`src/rtl/im2col_pixel_walker.sv`:
```
module im2col_pixel_walker #(
  parameter int CW  = 16,
  parameter int BW  = 8,
  parameter int CHW = 16,
  parameter int SW  = 4,
  parameter int NW  = 10
) (
  input  logic                 clk,
  input  logic                 rst_n,
  input  logic                 req_start,
  output logic                 req_busy,
  output logic                 req_done,
  input  logic [BW-1:0]        start_batch,
  input  logic signed [CW-1:0] start_h,
  input  logic signed [CW-1:0] start_w,
  input  logic [CHW-1:0]       start_chan,
  input  logic signed [15:0]   off_h,
  input  logic signed [15:0]   off_w,
  input  logic signed [CW-1:0] lo_h,
  input  logic signed [CW-1:0] lo_w,
  input  logic signed [CW-1:0] hi_h,
  input  logic signed [CW-1:0] hi_w,
  input  logic [SW-1:0]        step_h,
  input  logic [SW-1:0]        step_w,
  input  logic [CW-1:0]        dim_h,
  input  logic [CW-1:0]        dim_w,
  input  logic [NW-1:0]        pix_count,
  input  logic                 fill_nan,
  output logic                 pix_valid,
  input  logic                 pix_ready,
  output logic [BW-1:0]        pix_batch,
  output logic signed [CW+1:0] pix_h,
  output logic signed [CW+1:0] pix_w,
  output logic [CHW-1:0]       pix_chan,
  output logic                 pix_inb,
  output logic                 pix_fill_nan
);
  localparam int IW = CW + 2;
  localparam logic signed [IW-1:0] ONE = IW'(1);

  logic signed [IW-1:0] cur_h, cur_w, wlo_h, whi_h, wlo_w, whi_w, dh_q, dw_q;
  logic [SW-1:0]        sth_q, stw_q;
  logic [BW-1:0]        bat_q;
  logic [CHW-1:0]       chan_q;
  logic                 nan_q, busy, done;
  logic [NW-1:0]        remain;

  wire signed [IW-1:0] x_oh = IW'(off_h);
  wire signed [IW-1:0] x_ow = IW'(off_w);
  wire signed [IW-1:0] x_dh = signed'(IW'(dim_h));
  wire signed [IW-1:0] x_dw = signed'(IW'(dim_w));

  wire signed [IW-1:0] nxt_w  = cur_w + signed'(IW'(stw_q));
  wire signed [IW-1:0] nxt_h  = cur_h + signed'(IW'(sth_q));
  wire                 wrap_w = nxt_w > whi_w;
  wire                 wrap_h = nxt_h > whi_h;

  assign req_busy     = busy;
  assign req_done     = done;
  assign pix_valid    = busy;
  assign pix_batch    = bat_q;
  assign pix_h        = cur_h;
  assign pix_w        = cur_w;
  assign pix_chan     = chan_q;
  assign pix_inb      = (cur_h >= 0) && (cur_h < dh_q) && (cur_w >= 0) && (cur_w < dw_q);
  assign pix_fill_nan = nan_q && !pix_inb;

  always_ff @(posedge clk) begin
    if (!rst_n) begin
      busy   <= 1'b0;
      done   <= 1'b0;
      remain <= '0;
      cur_h  <= '0;
      cur_w  <= '0;
      wlo_h  <= '0;
      whi_h  <= '0;
      wlo_w  <= '0;
      whi_w  <= '0;
      dh_q   <= '0;
      dw_q   <= '0;
      sth_q  <= '0;
      stw_q  <= '0;
      bat_q  <= '0;
      chan_q <= '0;
      nan_q  <= 1'b0;
    end else begin
      done <= 1'b0;
      if (req_start && !busy) begin
        cur_h  <= IW'(start_h) + x_oh;
        cur_w  <= IW'(start_w) + x_ow;
        wlo_h  <= IW'(lo_h) + x_oh;
        wlo_w  <= IW'(lo_w) + x_ow;
        whi_h  <= x_dh - ONE + IW'(hi_h) + x_oh;
        whi_w  <= x_dw - ONE + IW'(hi_w) + x_ow;
        dh_q   <= x_dh;
        dw_q   <= x_dw;
        sth_q  <= step_h;
        stw_q  <= step_w;
        bat_q  <= start_batch;
        chan_q <= start_chan;
        nan_q  <= fill_nan;
        remain <= pix_count;
        busy   <= (pix_count != '0);
        done   <= (pix_count == '0);
      end else if (busy && pix_ready) begin
        remain <= remain - 1'b1;
        if (remain == NW'(1)) begin
          busy <= 1'b0;
          done <= 1'b1;
        end
        if (!wrap_w) begin
          cur_w <= nxt_w;
        end else begin
          cur_w <= wlo_w;
          if (!wrap_h) begin
            cur_h <= nxt_h;
          end else begin
            cur_h <= wlo_h;
            bat_q <= bat_q + 1'b1;
          end
        end
      end
    end
  end
endmodule

```
`config.mk`:
```
export PLATFORM = sky130hd
export DESIGN_NAME = im2col_pixel_walker
export DESIGN_NICKNAME = d
export VERILOG_FILES = /design/src/rtl/im2col_pixel_walker.sv
export SDC_FILE = /design/constraint.sdc
export NUM_CORES = 1
export LEC_CHECK = 0
export BUFFER_PORTS_ARGS = -buffer_cell sky130_fd_sc_hd__clkbuf_2
export CAP_MARGIN = 10
export CORE_UTILIZATION = 50
export CTS_CLUSTER_DIAMETER = 150
export DETAILED_ROUTE_END_ITERATION = 10
export PLACE_DENSITY = 0.76
export SLEW_MARGIN = 30
export SYNTH_ARGS = -nofsm -noshare
export SYNTH_HDL_FRONTEND = slang
export SYNTH_SLANG_ARGS = --single-unit
export TNS_END_PERCENT = 50
```
`constraint.sdc`:
```
create_clock -name clk -period 4 [get_ports clk]
set_input_delay 0.2 -clock clk [delete_from_list [all_inputs] [get_ports clk]]
set_output_delay 0.2 -clock clk [all_outputs]
set_load 0.01 [all_outputs]
```
==> flow_metrics.env <==
export IMPL_track_usage=0.2971
export IMPL_multi_input_area_sq_um=10440
export IMPL_p_leak_uw=0.008449
export IMPL_synth_top_area_cell="dfxtp_1"
export IMPL_n_antenna_cell=0
export IMPL_synth_flop_cell="dfxtp_1"
export IMPL_clock_tree_buffer_depth=2
export IMPL_hold_violations=0
export IMPL_status="complete, no violations"
export IMPL_pre_cts_slack_ps=-143.0
export IMPL_min_delay_start="dim_h[5]"
export IMPL_layout_setup_ws_ps=38.62
export IMPL_grt_overflow=0
export IMPL_finalWirelength_um=46090
export IMPL_finish_utilization=0.6264
export IMPL_core_area_sq_um=29010
export IMPL_min_path_cells=3
export IMPL_viasPerCell=5.704
export IMPL_ir_drop_mv=0.3498
export IMPL_syn2layout_area_growth_pct=21.91
export IMPL_avgRoutedWirePerCell_um=17.42
export IMPL_dpl_hpwl_um=35930
export IMPL_insertion_delay_ps=440
export IMPL_r2r_start="pix_w[1]"
export IMPL_skew_ps=16.67
export IMPL_antenna_found_initial=0
export IMPL_cp_end_kind="flip-flop"
export IMPL_initial_core_util=0.5138
export IMPL_stdcell_area_sq_um=18170
export IMPL_netlist_instances=1919
export IMPL_drv_slew=0
export IMPL_reg2reg_slack_ps=40
export IMPL_ios=272
export IMPL_grt_max_degree=85
export IMPL_cp_max_fo=5
export IMPL_die_area_sq_um=30510
export IMPL_ys_warn_count=0
export IMPL_nNetsFinal=2673
export IMPL_ys_seq_area_frac=0.2457
export IMPL_fin_crit_sh=0.9903
export IMPL_seqCellArea_sq_um=3669
export IMPL_drtIter0Drc=853
export IMPL_layout_drive_gt1_share=0.1981
export IMPL_synthDistinctLibCells=73
export IMPL_gp_congestion=0.9594
export IMPL_cts_tree="done"
export IMPL_required_ps=4310
export IMPL_synth_seq_cells=183
export IMPL_worst_pin_slew_ps=780.2
export IMPL_synth_area_sq_um=14910
export IMPL_fin_tns_setup_ps=0
export IMPL_clock_sinks=183
export IMPL_grt_pass1_vias=14721
export IMPL_clock_fmax_mhz=252.4
export IMPL_synth_area_leaders="dfxtp_1 (25%), ha_1 (15%), a21oi_1 (7.4%), nand2_1 (7.3%), fa_1 (5.6%)"
export IMPL_power_density_nw_per_um2=393.0
export IMPL_yosysTopAreaCellShare=0.2457
export IMPL_synth_avg_cell_area_sq_um=7.769
export IMPL_async_reset_ff_frac=0
export IMPL_ant_nets=0
export IMPL_port_buffers=271
export IMPL_postPlaceCellArea_sq_um=17130
export IMPL_worstHoldEndpoint="dh_q[5]"
export IMPL_start_kind="flip-flop"
export IMPL_rows=62
export IMPL_die_w_um=174.7
export IMPL_path_class="flip-flop to flip-flop"
export IMPL_h_tree_depth=4
export IMPL_worstPathArrival_ps=4270
export IMPL_drc=0
export IMPL_rsz0062_at_grt="yes"
export IMPL_clkTransAtPathRegs_ps=80
export IMPL_grt_pass1_wl_um=72770
export IMPL_final_fill_count=2629
export IMPL_synth_nets=2343
export IMPL_synth_edff_count=0
export IMPL_maxSlewHeadroom=0.4731
export IMPL_drv_cap=0
export IMPL_drt_first_pass_iters=5
export IMPL_numCtsBuffers=17
export IMPL_clockRootBuffer="clkbuf_16"
export IMPL_die_h_um=174.7
export IMPL_setup_violations=0
export IMPL_reg2regPathDepth=18
export IMPL_post_route_min_period_ps=3961
export IMPL_vias=15094
export IMPL_p_total_uw=7143
export IMPL_timing_rr_end="pix_batch[4]"
export IMPL_min_delay_path_class="primary input to flip-flop"
[worst max-delay path: stages, from the launching register on]
cell and delay (ps):
dfxtp_2 340, buf_6 120, fa_2 390, a21o_1 180, a21oi_2 190, nor2_4 70, nand2_2 80, nor2_2 40
xor2_1 160, ha_1 320, nand4_1 120, or2_1 260, or4_4 520, a211o_4 370, buf_6 130, nor2b_4 170
nand4_1 130, xor2_1 170, a21oi_1 80
[repair_timing]
item	in CTS	in global routing
gates resized for setup	11	31
setup buffers	4	8
pin swaps	12	16
endpoints found under the setup margin	34	41
hold buffers	20	0
hold endpoints to repair	20	0
[synth_stat cells (11+ instances only)]
library cell,count
xnor2_1,86
dfxtp_1,183
nor2b_1,16
clkbuf_1,59
nand2b_1,26
fa_1,42
o21ai_0,81
nand2_1,288
nand4_1,25
o21a_1,16
a21o_1,35
nand3_1,32
nor2_1,132
mux2i_1,20
o22ai_1,12
inv_1,181
a211oi_1,16
nor3_1,36
o211ai_1,12
ha_1,175
xor2_1,50
a21oi_1,221
and3_1,11
[cells by family (layout without fill, tap and decap cells)]
group,Yosys count,after routing,share of synthesized area
AO/OA/AOI/OAI,486,486,0.2008
XOR/XNOR,136,136,0.07990
adder cells (fa/ha/maj),217,217,0.2033
buffers and inverters,252,595,0.06479
flip-flops,183,183,0.2457
multiplexers,27,27,0.01872
AND/OR/NAND/NOR,618,618,0.1868
[per-layer routing]
layer / routed length [um] / global-route usage / part of all wire / up-vias
met4: 1712 / 0.1272 / 0.037 / 0
met3: 2733 / 0.04896 / 0.059 / 110
li1: - / - / - / 7305
met5: 0 / 0 / 0 / -
met1: 19540 / 0.3634 / 0.42 / 7150
met2: 22110 / 0.5134 / 0.48 / 529
[how the worst max path moves through the flow]
| stage | end | start | slack (ps) |
|---|---|---|---|
| after floorplan | pix_h[7] | pix_w[1] | 10 |
| after global placement | pix_h[1] | pix_w[0] | -60 |
| after detailed placement | pix_h[1] | pix_w[0] | -140 |
| after CTS | pix_batch[6] | pix_w[1] | 10 |
| after global routing | pix_w[3] | pix_w[0] | -170 |
| final | pix_batch[4] | pix_w[1] | 40 |
[cell usage in the layout, fill, tap and decap left out, drive strengths merged, types with 35 or more instances in the layout]
cell,instances
nand2,289
a21oi,222
a21o,35
inv,191
xor2,50
nor2,132
xnor2,86
fa,42
nor3,37
dfxtp,183
clkbuf,289
o21ai,81
ha,175
buf,90
[through the flow]
stage / instances / hold WS (ps)
finish: 2646 / 10.73
global route: 2646 / 20.02
CTS: 2638 / 3.012
detailed placement: 2582 / 432.5
global placement: 2582 / 424.0
floorplan: 1919 / 336.0
[power breakdown]
group          internal, uW  switching, uW  total (uW)
registers              2020            150        2170
logic                  1450           1780        3230
clock network           910            837        1750
[sequential cells by signal, indices dropped and copies added, names as in the netlist, 8 cells and up]
register	count
dw_q	16
pix_h	18
pix_chan	16
wlo_w	17
dh_q	16
wlo_h	17
remain	10
pix_w	18
whi_h	18
pix_batch	8
whi_w	18
[cell type report]
class	count	area share
Clock buffer	18	0.02416
Sequential cell	183	0.2018
Clock inverter	14	0.008605
Multi-Input combinational cell	1484	0.5744
Timing Repair Buffer	381	0.1268
Tap cell	384	0.02644
Inverter	182	0.03773
(Power assumes the default switching activity.)
